$ cat src/rtl/sb_pkg.sv
`timescale 1ns/1ps
package sb_pkg;

    typedef enum logic [1:0] {
        UNIT_ALU  = 2'd0,
        UNIT_MUL  = 2'd1,
        UNIT_MULX = 2'd2,
        UNIT_DIV  = 2'd3
    } unit_e;

    localparam int unsigned NUM_UNITS = 4;

    // Select one of four per-unit timing values by unit class.
    function automatic int unsigned pick_unit(input unit_e u,
                                              input int unsigned v_alu,
                                              input int unsigned v_mul,
                                              input int unsigned v_mulx,
                                              input int unsigned v_div);
        case (u)
            UNIT_ALU:  return v_alu;
            UNIT_MUL:  return v_mul;
            UNIT_MULX: return v_mulx;
            default:   return v_div;
        endcase
    endfunction

    function automatic int unsigned max4(input int unsigned a, input int unsigned b,
                                         input int unsigned c, input int unsigned d);
        int unsigned m;
        m = a;
        if (b > m) m = b;
        if (c > m) m = c;
        if (d > m) m = d;
        return m;
    endfunction

endpackage

$ cat src/rtl/sb_pend_table.sv
`timescale 1ns/1ps
module sb_pend_table #(
    parameter  int unsigned NREGS = 32,
    parameter  int unsigned CW    = 6,
    localparam int unsigned RW    = $clog2(NREGS)
) (
    input  logic          clk,
    input  logic          rst,
    input  logic          set_en,
    input  logic [RW-1:0] set_idx,
    input  logic [CW-1:0] set_val,
    input  logic [RW-1:0] rd_a,
    input  logic [RW-1:0] rd_b,
    output logic          pend_a,
    output logic          pend_b
);
    logic [NREGS-1:0] pend_vec;

    for (genvar r = 0; r < NREGS; r++) begin : g_reg
        if (r == 0) begin : g_zero
            // the zero register never carries a countdown
            assign pend_vec[r] = 1'b0;
        end else begin : g_cnt
            logic [CW-1:0] cnt;
            always_ff @(posedge clk) begin
                if (rst)
                    cnt <= '0;
                else if (set_en && set_idx == RW'(r))
                    cnt <= set_val;
                else if (cnt != '0)
                    cnt <= cnt - 1'b1;
            end
            assign pend_vec[r] = (cnt != '0);
        end
    end

    assign pend_a = pend_vec[rd_a];
    assign pend_b = pend_vec[rd_b];
endmodule

$ cat src/rtl/sb_issue_gate.sv
`timescale 1ns/1ps
module sb_issue_gate #(
    parameter  int unsigned CPI = 1,
    localparam int unsigned GW  = (CPI > 1) ? $clog2(CPI) : 1
) (
    input  logic clk,
    input  logic rst,
    input  logic fire,
    output logic busy
);
    logic [GW-1:0] cnt;

    always_ff @(posedge clk) begin
        if (rst)
            cnt <= '0;
        else if (fire)
            cnt <= GW'(CPI - 1);
        else if (cnt != '0)
            cnt <= cnt - 1'b1;
    end

    assign busy = (cnt != '0);
endmodule

$ cat src/rtl/sb_scoreboard.sv
`timescale 1ns/1ps
module sb_scoreboard
    import sb_pkg::*;
#(
    parameter  int unsigned NREGS    = 32,
    parameter  int unsigned ALU_CPI  = 1,
    parameter  int unsigned ALU_LAT  = 0,
    parameter  int unsigned MUL_CPI  = 1,
    parameter  int unsigned MUL_LAT  = 2,
    parameter  int unsigned MULX_CPI = 2,
    parameter  int unsigned MULX_LAT = 2,
    parameter  int unsigned DIV_CPI  = 35,
    parameter  int unsigned DIV_LAT  = 36,
    localparam int unsigned RW       = $clog2(NREGS),
    localparam int unsigned LAT_MAX  = max4(ALU_LAT, MUL_LAT, MULX_LAT, DIV_LAT),
    localparam int unsigned CW       = (LAT_MAX > 0) ? $clog2(LAT_MAX + 1) : 1
) (
    input  logic          clk,
    input  logic          rst,
    input  logic          id_valid,
    input  logic [RW-1:0] id_src_a,
    input  logic [RW-1:0] id_src_b,
    input  logic [RW-1:0] id_dst,
    input  logic [1:0]    id_unit,
    output logic          stall
);
    unit_e                  cur_unit;
    logic [CW-1:0]          cur_lat;
    logic [NUM_UNITS-1:0]   unit_busy;
    logic                   pend_a, pend_b;
    logic                   fire;
    logic                   lat_nz;
    logic                   cpi_gt1;

    assign cur_unit = unit_e'(id_unit);
    assign cur_lat  = CW'(pick_unit(cur_unit, ALU_LAT, MUL_LAT, MULX_LAT, DIV_LAT));
    assign lat_nz   = (cur_lat != '0);
    assign cpi_gt1  = pick_unit(cur_unit, ALU_CPI, MUL_CPI, MULX_CPI, DIV_CPI) > 1;

    sb_pend_table #(.NREGS(NREGS), .CW(CW)) u_pend (
        .clk     (clk),
        .rst     (rst),
        .set_en  (fire && id_dst != '0),
        .set_idx (id_dst),
        .set_val (cur_lat),
        .rd_a    (id_src_a),
        .rd_b    (id_src_b),
        .pend_a  (pend_a),
        .pend_b  (pend_b)
    );

    for (genvar u = 0; u < NUM_UNITS; u++) begin : g_unit
        sb_issue_gate #(
            .CPI(pick_unit(unit_e'(u), ALU_CPI, MUL_CPI, MULX_CPI, DIV_CPI))
        ) u_gate (
            .clk  (clk),
            .rst  (rst),
            .fire (fire && id_unit == 2'(u)),
            .busy (unit_busy[u])
        );
    end

    assign stall = id_valid && (pend_a || pend_b || unit_busy[id_unit]);
    assign fire  = id_valid && !stall;
endmodule

$ cat config.mk
export PLATFORM = sky130hd
export DESIGN_NAME = sb_scoreboard
export DESIGN_NICKNAME = d
export VERILOG_FILES = /design/src/rtl/sb_pkg.sv /design/src/rtl/sb_pend_table.sv /design/src/rtl/sb_issue_gate.sv /design/src/rtl/sb_scoreboard.sv
export SDC_FILE = /design/constraint.sdc
export NUM_CORES = 1
export LEC_CHECK = 0
export BUFFER_PORTS_ARGS = -buffer_cell sky130_fd_sc_hd__buf_2
export CAP_MARGIN = 10
export CORE_UTILIZATION = 35
export CTS_CLUSTER_DIAMETER = 150
export DETAILED_ROUTE_END_ITERATION = 6
export GPL_TIMING_DRIVEN = 0
export PLACE_DENSITY = 0.61
export SYNTH_ARGS = -nofsm -noshare
export SYNTH_HDL_FRONTEND = slang
export SYNTH_SLANG_ARGS = --single-unit
$ cat constraint.sdc
create_clock -name clk -period 7.25 [get_ports clk]
set_input_delay 1.0875 -clock clk [delete_from_list [all_inputs] [get_ports clk]]
set_output_delay 1.0875 -clock clk [all_outputs]
set_load 0.01 [all_outputs]
==> results.toml <==
[power_and_ir_drop]
pwr_density_cell_nw_per_um2 = 518
ir_drop_mv = 0.172
leakage_uw = 0.00457
post-layout-total-power_uw = 6530

[final_layout]
share_of_final_layout_standard_cells_stronger_than_drive_strength_1_pct = 10.2
finalNetCount = 1431
final_cell_mix = "195 x sky130_fd_sc_hd__dfxtp_1, 147 x sky130_fd_sc_hd__nor3_1, 118 x sky130_fd_sc_hd__xnor2_1"
synthToLayoutAreaGrowth_pct = 10.7
final_common_cell = "sky130_fd_sc_hd__dfxtp_1"
filler_cell_count = 3158
n_antenna_cell = 0

[worst_setup_path]
critPathCaptureType = "output port"
worstPathCellList = "buf_2 > inv_1 > mux4_2 > mux2_2 > a221o_1 > buf_2 > buf_2 > and2_1 > nor2b_1 > buf_2"
critical-path-max-stage-delay_ns = 0.59
critical_path.max_fanout = 10
slowest_stage = "sky130_fd_sc_hd__mux4_2"
startpoint_type = "input pin"
crit_path_frequent_cell = "sky130_fd_sc_hd__buf_2"
r2r_setup_slack_ns = 3.88
worstReg2RegStart = "u_pend.g_reg[1].g_cnt.cnt[0]"
critPathArrivalTime_ns = 3.58
cp.buffers_inverters = 5
r2r_cells = 11
startpoint = "id_src_a[0]"
timing.critical_path.required_ns = 6.16
worst-setup-path-type = "in -> out"
timing.critical_path.to = "stall"
reg2reg_to = "u_pend.g_reg[24].g_cnt.cnt[2]"
cp_top_family = "buffers and inverters"
cp.depth = 10

[sta]
fin_setup_tns_ns = 0
relSlewSlack_pct = 24.8
grt_setup_unrepaired = "false"
report.final.slew_viol_count = 0
finalSetupViolCount = 0
max_clock_freq_ghz = 0.214
final-hold-violation-count = 0
post-route-period-util_pct = 64.4
worstMarginPinSlew_ns = 1.12
final.min_clock_period_ns = 4.67
finalClockSkew_ns = 0.0112

[grt]
global_route.usage.total_pct = 19.1
grt_antenna_before_repair = 0
grt_max_degree = 19
globalRoute.totalOverflow = 0
grt_pass1_wl_mm = 49.6
grt_pass1_vias = 9303

[detailed_routing]
drt_wl_total_mm = 30.7
detailroute.via_count = 9586
post_drt_via_cell_ratio = 5.35
firstDrtPassIters = 5
drtAntennaViolNets = 0
detail_route.wl_per_cell_um = 17.1
remaining_drc_errors = 0
drtIter0Drc = 675

[clocking]
clockRootBuffer = "sky130_fd_sc_hd__clkbuf_16"
post_cts_hold_buffer_count = 0
cts.reportedPaths.clkPinSlew_ns = 0.07
cts_htree_levels = 4
cts_sinks = 195
tritoncts.num_buffers = 17
cts.repair.resized = 0
cts_max_path_buffers = 2
cts_tree = "yes"
worstSkewPairLatency_ns = 0.45
post-cts-setup-buffers = 0

[yosys]
ys_seq_area_share_pct = 34.3
synth_largest_type_area_fraction_pct = 34.3
synthCells = 1306
yosys.area.top_type = "sky130_fd_sc_hd__dfxtp_1"
ys_warn_count = 0
synthTopCellsByArea = "sky130_fd_sc_hd__dfxtp_1 34%, sky130_fd_sc_hd__xnor2_1 9.1%, sky130_fd_sc_hd__ha_1 7.4%, sky130_fd_sc_hd__nor3_1 6.5%, sky130_fd_sc_hd__o21ai_0 5.0%"
synth-main-ff-cell = "sky130_fd_sc_hd__dfxtp_1"
yosys_register_bits = 195
mappedNetlistArea_um2 = 11400
synth.avg_cell_area_um2 = 8.72
number_of_enable_flip_flop_cells_after_synthesis = 0
distinct_cells_synth = 59
async_reset_ff_share_pct = 0

[run_status]
outcome = "finished clean"

[floorplanning]
ioPinCount = 21
start_util_pct = 35.8
full_die_area_um2 = 33300
core-area_um2 = 31800
die_w_um = 182
fp.dieH_um = 182
row_count = 65

[placement]
gp_weighted_congestion = 0.924
dp.final_hpwl_mm = 22.7
port_buffers = 18

[worst_hold_path]
hold_sp = "u_pend.g_reg[4].g_cnt.cnt[3]"
holdCritPathClass = "reg -> reg"

[job]
max-cap-violations = 0
-- state kept, by name (all words and copies together), names as in the netlist --
signal and flops:
u_pend.g.g_cnt.cnt 186, g_unit.u_gate.busy 3, g_unit.u_gate.cnt 6
-- cells by family (layout without fill, tap and decap cells) --
family / count (synthesis) / after routing / synth area share, %
AO/OA/AOI/OAI: 172 / 172 / 8.77
XOR/XNOR: 154 / 154 / 11.8
adder cells (fa/ha/maj): 67 / 67 / 7.36
buffers and inverters: 132 / 182 / 4.70
flip-flops: 195 / 195 / 34.3
multiplexers: 48 / 48 / 5.47
other: 1 / 2 / 0.0329
AND/OR/NAND/NOR: 537 / 537 / 27.5
-- synth_stat cells, types with 10 or more instances --
master                     number
sky130_fd_sc_hd__buf_2         14
sky130_fd_sc_hd__clkbuf_1      44
sky130_fd_sc_hd__dfxtp_1      195
sky130_fd_sc_hd__ha_1          67
sky130_fd_sc_hd__inv_1         69
sky130_fd_sc_hd__mux2_2        10
sky130_fd_sc_hd__mux2i_1       24
sky130_fd_sc_hd__mux4_2        10
sky130_fd_sc_hd__nand2_1       93
sky130_fd_sc_hd__nand3_1       44
sky130_fd_sc_hd__nor2_1        53
sky130_fd_sc_hd__nor2_2        14
sky130_fd_sc_hd__nor3_1       147
sky130_fd_sc_hd__nor3b_4       20
sky130_fd_sc_hd__nor4_1        64
sky130_fd_sc_hd__o211ai_1      14
sky130_fd_sc_hd__o21ai_0      113
sky130_fd_sc_hd__o31ai_1       12
sky130_fd_sc_hd__or3_1         34
sky130_fd_sc_hd__xnor2_1      118
sky130_fd_sc_hd__xor2_1        36
-- metal layers --
metal | up-vias | GRT usage, % | part of all wire [%]
met3 | 68 | 2.93 | 5.5
met2 | 263 | 32.1 | 47
li1 | 4703 | - | -
met1 | 4552 | 24.4 | 44
met4 | 0 | 7.39 | 2.9
met5 | - | 0 | 0
-- worst min-delay path, delay by kind of cell (launching register included) --
kind	cells	cell delay, ns
AND/OR/NAND/NOR	1	0.05
flip-flops	1	0.34
AO/OA/AOI/OAI	1	0.13
-- layout make-up --
cell class	count	area [µm²]	area share, %
plain buffers	63	277	2.19
clock buffers	18	439	3.48
clock inverters	14	145	1.15
inverters	69	259	2.05
multi-input cells	980	6950	55.1
flip-flops and latches	195	3900	31.0
well taps	435	544	4.32
repair buffers	18	90.1	0.714
-- worst min-delay path by stage --
stage	to	slack, ns	cells past startpoint
floorplan	u_pend.g_reg[1].g_cnt.cnt[3]	0.51	2
global placement	u_pend.g_reg[1].g_cnt.cnt[3]	0.52	2
detailed placement	u_pend.g_reg[22].g_cnt.cnt[4]	0.54	2
CTS	u_pend.g_reg[4].g_cnt.cnt[3]	0.55	2
global route	u_pend.g_reg[16].g_cnt.cnt[4]	0.58	2
finish	u_pend.g_reg[4].g_cnt.cnt[3]	0.55	2
-- stage by stage --
| stage | worst slack [ns] | hold WS, ns | instance area (µm²) | std cells | util (%) |
|---|---|---|---|---|---|
| after global placement | 2.59 | 0.524 | 12000 | 1760 | 37.8 |
| after detailed placement | 2.60 | 0.538 | 12000 | 1760 | 37.8 |
| after global routing | 2.48 | 0.575 | 12600 | 1792 | 39.7 |
| final | 2.58 | 0.552 | 12600 | 1792 | 39.7 |
| after floorplan | 3.15 | 0.510 | 11400 | 1307 | - |
| after CTS | 2.59 | 0.551 | 12600 | 1792 | 39.7 |
-- power by group --
group / switching, µW / leakage [µW] / internal [µW]
Clock: 463 / 0.000283 / 495
Combinational: 1890 / 0.00267 / 1690
Sequential: 418 / 0.00162 / 1580
(Power assumes the default switching activity.)
